## src/rtl/btn_uart_pkg.sv

```systemverilog
package btn_uart_pkg;

  typedef enum logic [2:0] {
    ST_IDLE,
    ST_START,
    ST_DATA,
    ST_STOP,
    ST_CLEANUP
  } txState_e;

  typedef enum logic [1:0] {
    LINE_MARK,
    LINE_SPACE,
    LINE_DATA
  } lineSel_e;

  // strobes from the controller to the datapath
  typedef struct packed {
    logic     load;
    logic     shift;
    logic     baudClr;
    lineSel_e lineSel;
  } txCtrl_t;

endpackage

```

## src/rtl/btn_conditioner.sv

```systemverilog
module btn_conditioner #(
  parameter int DEBOUNCE_CLKS = 16
) (
  input  logic clk,
  input  logic rstN,
  input  logic btnN,
  output logic pressReq
);
  localparam int CW = $clog2(DEBOUNCE_CLKS + 1);
  localparam logic [CW-1:0] CNT_LAST = CW'(DEBOUNCE_CLKS - 1);

  logic syncA, syncB;
  logic syncReq;
  logic [CW-1:0] holdCnt;

  // two-stage synchronizer, resets to "released"
  always_ff @(posedge clk or negedge rstN) begin
    if (!rstN) begin
      syncA <= 1'b1;
      syncB <= 1'b1;
    end else begin
      syncA <= btnN;
      syncB <= syncA;
    end
  end

  assign syncReq = ~syncB;

  // new level must persist DEBOUNCE_CLKS clocks before it is accepted
  always_ff @(posedge clk or negedge rstN) begin
    if (!rstN) begin
      holdCnt  <= '0;
      pressReq <= 1'b0;
    end else if (syncReq == pressReq) begin
      holdCnt <= '0;
    end else if (holdCnt == CNT_LAST) begin
      holdCnt  <= '0;
      pressReq <= syncReq;
    end else begin
      holdCnt <= holdCnt + CW'(1);
    end
  end

  // the filtered request only moves toward the synchronized level
  a_r4_follows_sync: assert property (@(posedge clk) disable iff (!rstN)
    !$stable(pressReq) |-> pressReq == $past(syncReq));

endmodule

```

## src/rtl/uart_tx_datapath.sv

```systemverilog
module uart_tx_datapath
  import btn_uart_pkg::*;
#(
  parameter int CLKS_PER_BIT = 434,
  parameter int DATA_BITS    = 8
) (
  input  logic                 clk,
  input  logic                 rstN,
  input  txCtrl_t              ctrl,
  input  logic [DATA_BITS-1:0] dataIn,
  output logic                 baudTick,
  output logic                 lastBit,
  output logic                 txLine
);
  localparam int BW = $clog2(CLKS_PER_BIT);
  localparam int IW = (DATA_BITS > 1) ? $clog2(DATA_BITS) : 1;
  localparam logic [BW-1:0] BAUD_LAST = BW'(CLKS_PER_BIT - 1);
  localparam logic [IW-1:0] IDX_LAST  = IW'(DATA_BITS - 1);

  logic [BW-1:0]        baudCnt;
  logic [IW-1:0]        bitIdx;
  logic [DATA_BITS-1:0] shiftReg;

  always_ff @(posedge clk or negedge rstN) begin
    if (!rstN) begin
      baudCnt <= '0;
    end else if (ctrl.baudClr || baudCnt == BAUD_LAST) begin
      baudCnt <= '0;
    end else begin
      baudCnt <= baudCnt + BW'(1);
    end
  end

  assign baudTick = !ctrl.baudClr && (baudCnt == BAUD_LAST);

  always_ff @(posedge clk or negedge rstN) begin
    if (!rstN) begin
      shiftReg <= '0;
      bitIdx   <= '0;
    end else if (ctrl.load) begin
      shiftReg <= dataIn;
      bitIdx   <= '0;
    end else if (ctrl.shift) begin
      shiftReg <= shiftReg >> 1;
      bitIdx   <= bitIdx + IW'(1);
    end
  end

  assign lastBit = (bitIdx == IDX_LAST);

  always_comb begin
    case (ctrl.lineSel)
      LINE_SPACE: txLine = 1'b0;
      LINE_DATA:  txLine = shiftReg[0];
      default:    txLine = 1'b1;
    endcase
  end

  // the shift register is only reloaded on a frame-start strobe
  a_r8_hold_data: assert property (@(posedge clk) disable iff (!rstN)
    (!$past(ctrl.load) && !$past(ctrl.shift)) |-> $stable(shiftReg));

endmodule

```

## src/rtl/uart_tx_ctrl.sv

```systemverilog
module uart_tx_ctrl
  import btn_uart_pkg::*;
(
  input  logic    clk,
  input  logic    rstN,
  input  logic    pressReq,
  input  logic    baudTick,
  input  logic    lastBit,
  output txCtrl_t ctrl,
  output logic    txActive,
  output logic    txDone
);
  txState_e state, stateNext;

  always_comb begin
    stateNext    = state;
    ctrl.load    = 1'b0;
    ctrl.shift   = 1'b0;
    ctrl.baudClr = 1'b0;
    ctrl.lineSel = LINE_MARK;
    case (state)
      ST_IDLE: begin
        ctrl.baudClr = 1'b1;
        if (pressReq) begin
          ctrl.load = 1'b1;
          stateNext = ST_START;
        end
      end
      ST_START: begin
        ctrl.lineSel = LINE_SPACE;
        if (baudTick) stateNext = ST_DATA;
      end
      ST_DATA: begin
        ctrl.lineSel = LINE_DATA;
        if (baudTick) begin
          ctrl.shift = 1'b1;
          if (lastBit) stateNext = ST_STOP;
        end
      end
      ST_STOP: begin
        if (baudTick) stateNext = ST_CLEANUP;
      end
      ST_CLEANUP: begin
        ctrl.baudClr = 1'b1;
        if (!pressReq) stateNext = ST_IDLE;
      end
      default: stateNext = ST_IDLE;
    endcase
  end

  always_ff @(posedge clk or negedge rstN) begin
    if (!rstN) begin
      state  <= ST_IDLE;
      txDone <= 1'b0;
    end else begin
      state  <= stateNext;
      txDone <= (state == ST_STOP) && baudTick;
    end
  end

  assign txActive = (state == ST_START) || (state == ST_DATA) || (state == ST_STOP);

  // a held request keeps the machine parked after the frame
  a_r5_park_while_held: assert property (@(posedge clk) disable iff (!rstN)
    (state == ST_CLEANUP && pressReq) |=> state == ST_CLEANUP);

  // completion pulse lasts one clock
  a_r7_done_single: assert property (@(posedge clk) disable iff (!rstN)
    txDone |=> !txDone);

  // completion only follows the stop bit
  a_r7_done_after_stop: assert property (@(posedge clk) disable iff (!rstN)
    $rose(txDone) |-> $past(state) == ST_STOP);

endmodule

```

## src/rtl/btn_uart_tx.sv

```systemverilog
module btn_uart_tx #(
  parameter int CLKS_PER_BIT  = 434,
  parameter int DEBOUNCE_CLKS = 50000,
  parameter int DATA_BITS     = 8
) (
  input  logic                 clk,
  input  logic                 rstN,
  input  logic                 btnN,
  input  logic [DATA_BITS-1:0] txByte,
  output logic                 txLine,
  output logic                 txActive,
  output logic                 txDone
);
  import btn_uart_pkg::*;

  logic    pressReq;
  logic    baudTick;
  logic    lastBit;
  txCtrl_t ctrl;

  btn_conditioner #(.DEBOUNCE_CLKS(DEBOUNCE_CLKS)) cond_i (
    .clk      (clk),
    .rstN     (rstN),
    .btnN     (btnN),
    .pressReq (pressReq)
  );

  uart_tx_ctrl ctrl_i (
    .clk      (clk),
    .rstN     (rstN),
    .pressReq (pressReq),
    .baudTick (baudTick),
    .lastBit  (lastBit),
    .ctrl     (ctrl),
    .txActive (txActive),
    .txDone   (txDone)
  );

  uart_tx_datapath #(
    .CLKS_PER_BIT (CLKS_PER_BIT),
    .DATA_BITS    (DATA_BITS)
  ) dp_i (
    .clk      (clk),
    .rstN     (rstN),
    .ctrl     (ctrl),
    .dataIn   (txByte),
    .baudTick (baudTick),
    .lastBit  (lastBit),
    .txLine   (txLine)
  );

  // a frame opens with the start bit on the line
  a_r2_start_space: assert property (@(posedge clk) disable iff (!rstN)
    $rose(txActive) |-> !txLine);

  // busy drops together with the completion pulse
  a_r6_active_ends_done: assert property (@(posedge clk) disable iff (!rstN)
    $fell(txActive) |-> txDone);

  // line is high whenever no frame is running
  a_r1_idle_mark: assert property (@(posedge clk) disable iff (!rstN)
    !txActive |-> txLine);

endmodule

```

## config.mk

```make
export PLATFORM = sky130hd
export DESIGN_NAME = btn_uart_tx
export DESIGN_NICKNAME = d
export VERILOG_FILES = /design/src/rtl/btn_uart_pkg.sv /design/src/rtl/btn_conditioner.sv /design/src/rtl/uart_tx_datapath.sv /design/src/rtl/uart_tx_ctrl.sv /design/src/rtl/btn_uart_tx.sv
export SDC_FILE = /design/constraint.sdc
export NUM_CORES = 1
export LEC_CHECK = 0
export CORE_MARGIN = 2
export CORE_UTILIZATION = 40
export DETAILED_ROUTE_END_ITERATION = 10
export GPL_ROUTABILITY_DRIVEN = 1
export PLACE_DENSITY_LB_ADDON = 0.1
export SETUP_SLACK_MARGIN = 0.15
export SYNTH_ARGS = -nofsm -noshare
export SYNTH_HDL_FRONTEND = slang
export SYNTH_HIERARCHICAL = 1
export SYNTH_SLANG_ARGS = --single-unit
```

## constraint.sdc

```tcl
create_clock -name clk -period 3.37 [get_ports clk]
set_clock_uncertainty 0.2 [all_clocks]
set_input_delay 0.8425 -clock clk [delete_from_list [all_inputs] [get_ports clk]]
set_output_delay 0.8425 -clock clk [all_outputs]
set_load 0.03 [all_outputs]
```

==> reports/metrics.yaml <==
hold_path:
  hp-class: "reg2reg"
yosys:
  seq_area_frac_synth_pct: 49.5
  synth.avg_cell_area_um2: 10.9
  ys.flop_type: "dfrtp_1"
  synth_cells: 200
  synthesis.area_um2: 2180
  synthesis.nets: 216
  synth-seq-cells: 43
  ys_async_sr_fraction_pct: 100
  synth_cell_types: 46
  synth-edff-count: 0
  ys.warnings.count: 6
power_and_ir_drop:
  p_leak_nw: 0.938
  max-vdd-ir-drop_v: 0.000141
  power_w: 0.000871
  power.density_nw_per_um2: 357
global_routing:
  antenna_found_initial: 0
  grt_overflow_total: 0
  met2_usage_pct: 24.9
  grt_first_pass_wirelength_um: 7020
  first_global_vias: 1552
  grt_max_degree: 44
  grt_usage_pct: 14.6
  use_met1_pct: 18.2
  met3_usage_pct: 3.72
  busiest_layer: "met2"
cts:
  post_cts_buffers: 0
  clockBufferDepth: 2
  root_buffer: "clkbuf_8"
  cts_hold_buf: 0
  insertion_delay_ns: 0.29
  clock-sinks: 43
  cts_tree: "done"
  htreeDepth: 2
  numCtsBuffers: 5
  clk_pin_slew_worst_paths_ns: 0.08
  post_cts_resized: 0
setup_path:
  crit_arrival_ns: 2.05
  worstPathMaxFanout: 9
  setup.worst_path.end_class: "output pin"
  worstPathCellList: "nor3b_1, nor2_1, mux2i_1, clkdlybuf4s50_1"
  worstPathRequired_ns: 2.33
  crit_type: "reg2out"
  startpoint_type: "flip-flop"
  slowest_delay_ns: 0.70
  cpMaxStageDelayCell: "clkdlybuf4s50_1"
floorplanning:
  dieArea_um2: 6060
  ioPinCount: 14
  start_util_pct: 42.2
  core_um2: 5170
  die-width_um: 77.8
  rows: 26
  die_h_um: 77.8
sta:
  tightest_slew_ns: 0.948
  setup_tns_ns: 0
  setup_violations: 0
  setup_slack_ns: 0.279
  hold_viol: 0
  fin_crit_ns: 3.09
  rsz0062_at_grt: "false"
  finalCritPeriodShare_pct: 91.7
  max_freq_mhz: 324
  slew_violations: 0
  slew_headroom_pct: 36.8
status:
  status: "complete, no violations"
finish:
  syn_to_final_growth_pct: 12.0
  stdcell_area_um2: 2440
  nets: 231
  antenna_cells: 0
  final_common_cell: "dfrtp_1"
  final_cells: 286
  drive_above_1_share_pct: 13.9
  layout_common_cells: "dfrtp_1, nor2_1, xnor2_1, nand2_1"
placement:
  port_buffers: 13
  placed_cells: 278
  placed_cell_area_um2: 2360
  dpl_worst_slack_ns: 0.630
  place_congestion: 0.759
  dp_hpwl_um: 2790
drt:
  ant_nets: 0
  routed_wl_um: 3920
  drt_iter0_markers: 45
  vias: 1476
  wl_per_cell_um: 13.7
  dr.pass1.iters: 4
  viasPerCell: 5.16
  drc: 0
job:
  maxCapViolCount: 0
## Yosys cell counts, drive strengths merged (3+ instances only)
master	number	area (um^2)
a21oi	5	25.0
and3	3	18.8
buf	5	46.3
dfrtp	41	1030
ha	5	62.6
inv	5	18.8
mux2i	10	100
nand2	16	62.6
nand3	10	80.1
nand4	6	58.8
nor2	28	110
nor3	3	15.0
nor4	6	68.8
o21ai	12	60.1
or3	5	36.3
xnor2	15	131
xor2	4	35.0
## cell type report
class	instances	area, um^2
clock buffer	7	76.3
timing repair buffer	15	140
fill	466	2730
clock inverter	1	5.00
inverter	5	18.8
multi-input combinational	145	1040
sequential	43	1080
tap	70	87.6
## flip-flops by register name, summed over array words and instances, names as in the netlist
signal	flops
cond_i/syncB	1
ctrl_i/txDone	1
ctrl_i/state	3
dp_i/bitIdx	3
cond_i/pressReq	1
dp_i/shiftReg	8
cond_i/holdCnt	16
dp_i/baudCnt	9
cond_i/syncA	1
## where the power goes
part | switching (W) | internal (W) | leakage, nW
Clock | 0.000170 | 0.000146 | 0.0422
Sequential | 0.00000504 | 0.000521 | 0.550
Combinational | 0.0000163 | 0.0000129 | 0.346
## final timing paths
kind,startpoint,end,slack [ns],cells after the start
setup / recovery,ctrl_i/state[0]$_DFFE_PN0P_,txLine,0.28,4
hold reg to reg,cond_i/syncA$_DFF_PN1_,cond_i/syncB$_DFF_PN1_,0.16,0
min in group asynchronous,rstN,cond_i/holdCnt[11]$_DFF_PN0_,0.50,1
hold / removal,cond_i/syncA$_DFF_PN1_,cond_i/syncB$_DFF_PN1_,0.16,0
max in group asynchronous,rstN,dp_i/baudCnt[5]$_DFF_PN0_,1.89,1
setup reg to reg,dp_i/baudCnt[3]$_DFF_PN0_,dp_i/shiftReg[6]$_DFFE_PN0P_,0.88,6
## critical path: cells and delay by family (launching register included)
kind                   cells  cell delay (ns)
buffers and inverters      1             0.70
and+or+nand+nor            2             0.38
muxes                      1             0.16
DFF                        1             0.51
## cells by family (layout without fill, tap and decap cells)
kind of cell,after synthesis,count (layout),share of synthesized area [%]
buffers and inverters,12,28,3.33
AND/OR/NAND/NOR,88,88,25.4
AO/OA/AOI/OAI,23,23,6.77
XOR/XNOR,19,19,7.63
adder cells (fa/ha/maj),5,5,2.87
multiplexers,10,10,4.59
flip-flops,43,43,49.5
## metrics by stage
step | hold slack [ns] | utilization (%)
after floorplan | 0.145 | -
after global placement | 0.148 | 45.6
after detailed placement | 0.153 | 45.6
after CTS | 0.164 | 47.2
after global routing | 0.167 | 47.2
final | 0.161 | 47.2
## metal layers
metal / part of all wire, % / vias up
met1: 46 / 736
li1: - / 724
met3: 2.4 / 7
met5: 0 / -
met2: 51 / 9
met4: 0.84 / 0
(Power assumes the default switching activity.)
